**src/rtl/txq_start_pkg.sv**
```systemverilog
package txq_start_pkg;

  localparam int THR_W = 10;

  typedef logic [2:0] thr_code_t;

  typedef enum logic [0:0] {
    ST_WAIT = 1'b0,
    ST_SEND = 1'b1
  } start_state_t;

  // Reserved code 1 is folded onto the smallest threshold.
  function automatic logic [THR_W-1:0] thr_bytes_of(input thr_code_t code);
    logic [THR_W-1:0] b;
    case (code)
      3'd0:    b = THR_W'(64);
      3'd1:    b = THR_W'(64);
      3'd2:    b = THR_W'(96);
      3'd3:    b = THR_W'(128);
      3'd4:    b = THR_W'(192);
      3'd5:    b = THR_W'(256);
      3'd6:    b = THR_W'(384);
      default: b = THR_W'(512);
    endcase
    return b;
  endfunction

endpackage

```
**src/rtl/txq_sat_counter.sv**
```systemverilog
module txq_sat_counter #(
  parameter int W = 8
) (
  input  logic         clk,
  input  logic         rst_n,
  input  logic         inc,
  input  logic         dec,
  output logic [W-1:0] count
);

  localparam logic [W-1:0] MAX_V = {W{1'b1}};

  logic [W-1:0] cnt_q;
  logic [W-1:0] cnt_d;
  logic         cnt_en;

  always_comb begin
    cnt_d  = cnt_q;
    cnt_en = 1'b0;
    if (inc && !dec) begin
      cnt_en = (cnt_q != MAX_V);
      cnt_d  = cnt_q + W'(1);
    end else if (dec && !inc) begin
      cnt_en = (cnt_q != '0);
      cnt_d  = cnt_q - W'(1);
    end
  end

  always_ff @(posedge clk or negedge rst_n) begin
    if (!rst_n) begin
      cnt_q <= '0;
    end else if (cnt_en) begin
      cnt_q <= cnt_d;
    end
  end

  assign count = cnt_q;

endmodule

```
**src/rtl/txq_thr_decode.sv**
```systemverilog
module txq_thr_decode
  import txq_start_pkg::*;
(
  input  thr_code_t        code,
  output logic [THR_W-1:0] bytes
);

  assign bytes = thr_bytes_of(code);

endmodule

```
**src/rtl/txq_start_fsm.sv**
```systemverilog
module txq_start_fsm
  import txq_start_pkg::*;
#(
  parameter int CNT_W = 15
) (
  input  logic             clk,
  input  logic             rst_n,
  input  logic             sf_en,
  input  logic [THR_W-1:0] thr_bytes,
  input  logic [CNT_W-1:0] held,
  input  logic             pkt_nz,
  input  logic             rd_pop,
  input  logic             rd_last,
  output logic             sending,
  output logic             start_ok
);

  start_state_t state_q;
  start_state_t state_d;
  logic         over_thr;

  always_comb begin
    state_d = state_q;
    case (state_q)
      ST_WAIT: if (rd_pop && !rd_last) state_d = ST_SEND;
      ST_SEND: if (rd_pop && rd_last)  state_d = ST_WAIT;
      default: state_d = ST_WAIT;
    endcase
  end

  always_ff @(posedge clk or negedge rst_n) begin
    if (!rst_n) begin
      state_q <= ST_WAIT;
    end else if (state_d != state_q) begin
      state_q <= state_d;
    end
  end

  assign over_thr = (held > CNT_W'(thr_bytes));
  assign sending  = (state_q == ST_SEND);
  assign start_ok = sending || pkt_nz || (!sf_en && over_thr);

endmodule

```
**src/rtl/txq_start_ctrl.sv**
```systemverilog
module txq_start_ctrl
  import txq_start_pkg::*;
#(
  parameter int CNT_W = 15,
  parameter int PKT_W = 6
) (
  input  logic             clk,
  input  logic             rst_n,
  input  logic             cfg_sf_en,
  input  logic [2:0]       cfg_thr_code,
  input  logic             wr_push,
  input  logic             wr_last,
  input  logic             rd_pop,
  input  logic             rd_last,
  output logic [CNT_W-1:0] held_bytes,
  output logic             start_ok
);

  logic [THR_W-1:0] thr_bytes;
  logic [PKT_W-1:0] pkt_cnt;
  logic             pkt_nz;
  logic             sending;

  txq_sat_counter #(.W(CNT_W)) u_byte_cnt (
    .clk   (clk),
    .rst_n (rst_n),
    .inc   (wr_push),
    .dec   (rd_pop),
    .count (held_bytes)
  );

  txq_sat_counter #(.W(PKT_W)) u_pkt_cnt (
    .clk   (clk),
    .rst_n (rst_n),
    .inc   (wr_push && wr_last),
    .dec   (rd_pop && rd_last),
    .count (pkt_cnt)
  );

  assign pkt_nz = (pkt_cnt != '0);

  txq_thr_decode u_thr (
    .code  (cfg_thr_code),
    .bytes (thr_bytes)
  );

  txq_start_fsm #(.CNT_W(CNT_W)) u_fsm (
    .clk       (clk),
    .rst_n     (rst_n),
    .sf_en     (cfg_sf_en),
    .thr_bytes (thr_bytes),
    .held      (held_bytes),
    .pkt_nz    (pkt_nz),
    .rd_pop    (rd_pop),
    .rd_last   (rd_last),
    .sending   (sending),
    .start_ok  (start_ok)
  );

endmodule

```
**config.mk**
```make
export PLATFORM = sky130hd
export DESIGN_NAME = txq_start_ctrl
export DESIGN_NICKNAME = d
export VERILOG_FILES = /design/src/rtl/txq_start_pkg.sv /design/src/rtl/txq_sat_counter.sv /design/src/rtl/txq_thr_decode.sv /design/src/rtl/txq_start_fsm.sv /design/src/rtl/txq_start_ctrl.sv
export SDC_FILE = /design/constraint.sdc
export NUM_CORES = 1
export LEC_CHECK = 0
export BUFFER_PORTS_ARGS = -buffer_cell sky130_fd_sc_hd__buf_2
export CAP_MARGIN = 5
export CORE_UTILIZATION = 55
export DETAILED_ROUTE_END_ITERATION = 8
export PLACE_DENSITY = 0.76
export RECOVER_POWER = 25
export SLEW_MARGIN = 40
export SYNTH_ARGS = -nofsm -noshare
export SYNTH_HDL_FRONTEND = slang
export SYNTH_SLANG_ARGS = --single-unit
```
**constraint.sdc**
```tcl
create_clock -name clk -period 3.15 [get_ports clk]
set_input_delay 0.1575 -clock clk [delete_from_list [all_inputs] [get_ports clk]]
set_output_delay 0.1575 -clock clk [all_outputs]
set_load 0.03 [all_outputs]
```
==> impl_metrics.ini <==
[logic_synthesis]
yosysTopAreaCellShare = 0.266
synth.avg_cell_area_um2 = 9.27
seq_area_frac_synth = 0.266
synth-seq-cells = 22
ys.flop_type = dfrtp_1
syn_area_um2 = 2070
synthCells = 223
synth_largest_area_cell = dfrtp_1
synth.area.top_cells = dfrtp_1 27%, ha_1 16%, xnor2_1 6.4%
synth_cell_types = 46
synth-async-reset-ratio = 1.00
syn-num-nets = 261
yosys_warnings = 0
synth_enable_flop_cells = 0

[sta]
fin_skew_ps = 4.83
worstMarginPinSlew_ps = 1230
max_clock_freq_mhz = 383
setup_viol = 0
fin_crit_ps = 2610
finalSetupTns_ps = 0
relSlewSlack = 0.181
slew_viol_final = 0
hold_violations = 0
period_share = 0.828
grt_setup_unrepaired = false

[floorplanning]
core_area_um2 = 3470
io_pins = 26
die_area_um2 = 4010
num_rows = 21
die_x_um = 63.3
die_h_um = 63.3
start_util = 0.596

[grt]
grt_start_max_net_pins = 23
antenna_found_initial = 0
grt_pass1_wl_mm = 7.78
grt_pass1_vias = 1712
grt_use_total = 0.245
overflow = 0

[setup_path]
crit_slowest_cell = or4_1
crit_family = compound AO/OA/AOI/OAI gates
reg2reg_from = u_byte_cnt.count[0]$_DFFE_PN0P_
crit_path_start = rd_pop
crit_path_max_fanout = 15
slowest_delay_ps = 480
start_kind = input pin
crit_required_ps = 3350
cp-end-kind = flip-flop
path_class = in2reg
path_buf_inv = 3
path_cells = buf_2, inv_1, ha_1, inv_1, ha_1, a21o_1, a221oi_2, a221oi_1, or4_1, a21oi_1, xor2_1
cp.arrival_ps = 2800

[finish]
final_common_cell = ha_1
layout_common_cells = 26 x ha_1, 24 x buf_2, 22 x a21oi_1, 22 x dfrtp_1, 21 x nor2_1
area_delta_synth_final_pct = 12.3
drive_above_1_share = 0.209
finish.instance_area_um2 = 2320
n_fill_cell = 308
fin_nets = 292
diodes = 0

[clock_network]
htree_levels = 1
clk_path_buf_depth = 2
cts_resized = 0
clk_latency_ps = 260
clock_sinks = 22
cts_tree = yes
cts_setup_buffers = 0
numCtsBuffers = 3
clk_pin_slew_ps = 80
cts-root-buf = clkbuf_8

[pwr]
peakVddDrop_mv = 0.691
p_per_area_nw_per_um2 = 1160
leakage_nw = 1.03

[status]
status = complete, no violations

[routing]
drt-total-wl_mm = 4.63
routedWlPerCell_um = 15.5
ant_nets = 0
first_iter_violations = 59
via_per_inst = 6.09
vias = 1821
drcViolationCount = 0
drtPass1Iterations = 4

[placement]
hpwlAfterDp_mm = 3.48
io_buffers = 25
dpl_cell_area_um2 = 2240
place_congestion = 0.828

[min_path]
hp-start = rd_pop
hold_class = in2reg

[run]
cap_violations = 0
report_power, final:
group,switching (mW),internal (mW),total [mW]
Sequential,0.225,0.423,0.647
Combinational,0.988,0.789,1.78
Clock,0.0960,0.170,0.266
synthesized netlist by cell type, types with 4 or more instances:
master and number:
a21o_1 6, a21oi_1 22, dfrtp_1 22, ha_1 26
inv_1 11, mux2_2 11, nand2_1 11, nand3_1 6
nand4_1 7, nor2_1 21, o21ai_0 8, or4_1 4
xnor2_1 15, xor2_1 6
repair_timing:
item | CTS | global route
hold endpoints to repair | 22 | 0
hold buffers | 1 | 0
setup endpoints to repair | 0 | 0
per-layer routing:
metal / wire length (µm) / GRT usage
met3: 197 / 0.0435
met5: 0 / 0
met4: 40 / 0.0653
met1: 2140 / 0.321
met2: 2250 / 0.412
metrics by stage:
step | worst slack [ps] | std cells | hold WS [ps] | util | total power [mW]
3_5_place_dp | 289 | 294 | 152 | 0.645 | 2.39
5_1_grt | 367 | 299 | 185 | 0.670 | 2.91
4_1_cts | 567 | 299 | 163 | 0.668 | 2.68
2_1_floorplan | 584 | 223 | -138 | - | 1.99
6_report | 542 | 299 | 161 | 0.670 | 2.69
3_3_place_gp | 332 | 294 | 146 | 0.645 | 2.36
cells by family (layout without fill, tap and decap cells):
group | after synthesis | count (layout) | share of synthesized area
AND/OR/NAND/NOR | 67 | 67 | 0.163
AO/OA/AOI/OAI | 57 | 57 | 0.193
adder cells (fa/ha/maj) | 28 | 28 | 0.177
flip-flops | 22 | 22 | 0.266
XOR/XNOR | 21 | 21 | 0.0889
buffers and inverters | 16 | 46 | 0.0448
multiplexers | 12 | 12 | 0.0671
flip-flops by register name, summed over array words and instances (netlist names):
| signal | cells |
|---|---|
| u_byte_cnt.count | 15 |
| u_fsm.sending | 1 |
| u_pkt_cnt.count | 6 |
cell type report:
| cell class | count | area, µm² | share of cell area |
|---|---|---|---|
| multi-input combinational | 185 | 1430 | 0.616 |
| clock inverter | 1 | 30.0 | 0.0129 |
| timing repair buffer | 31 | 171 | 0.0738 |
| clock buffer | 3 | 41.3 | 0.0178 |
| tap | 46 | 57.6 | 0.0248 |
| sequential | 22 | 551 | 0.237 |
| inverter | 11 | 41.3 | 0.0178 |
path summary, 6_finish.rpt:
kind / cells past startpoint / slack (ps) / end
hold / removal: 3 / 160 / u_fsm.sending$_DFFE_PN0P_
hold reg to reg: 2 / 520 / u_fsm.sending$_DFFE_PN0P_
setup reg to reg: 7 / 660 / u_byte_cnt.count[14]$_DFFE_PN0P_
setup / recovery: 11 / 540 / u_byte_cnt.count[14]$_DFFE_PN0P_
max in group asynchronous: 2 / 1750 / u_byte_cnt.count[7]$_DFFE_PN0P_
min in group asynchronous: 2 / 660 / u_byte_cnt.count[11]$_DFFE_PN0P_
worst reg2reg max path: cells and delay by family, from the launching register on:
| family | cells | cell delay, ps |
|---|---|---|
| AO/OA/AOI/OAI | 4 | 830 |
| XOR/XNOR | 1 | 150 |
| adder cells (fa/ha/maj) | 1 | 490 |
| flip-flops | 1 | 470 |
| AND/OR/NAND/NOR | 1 | 480 |
Power figures use the tool's default switching activity.
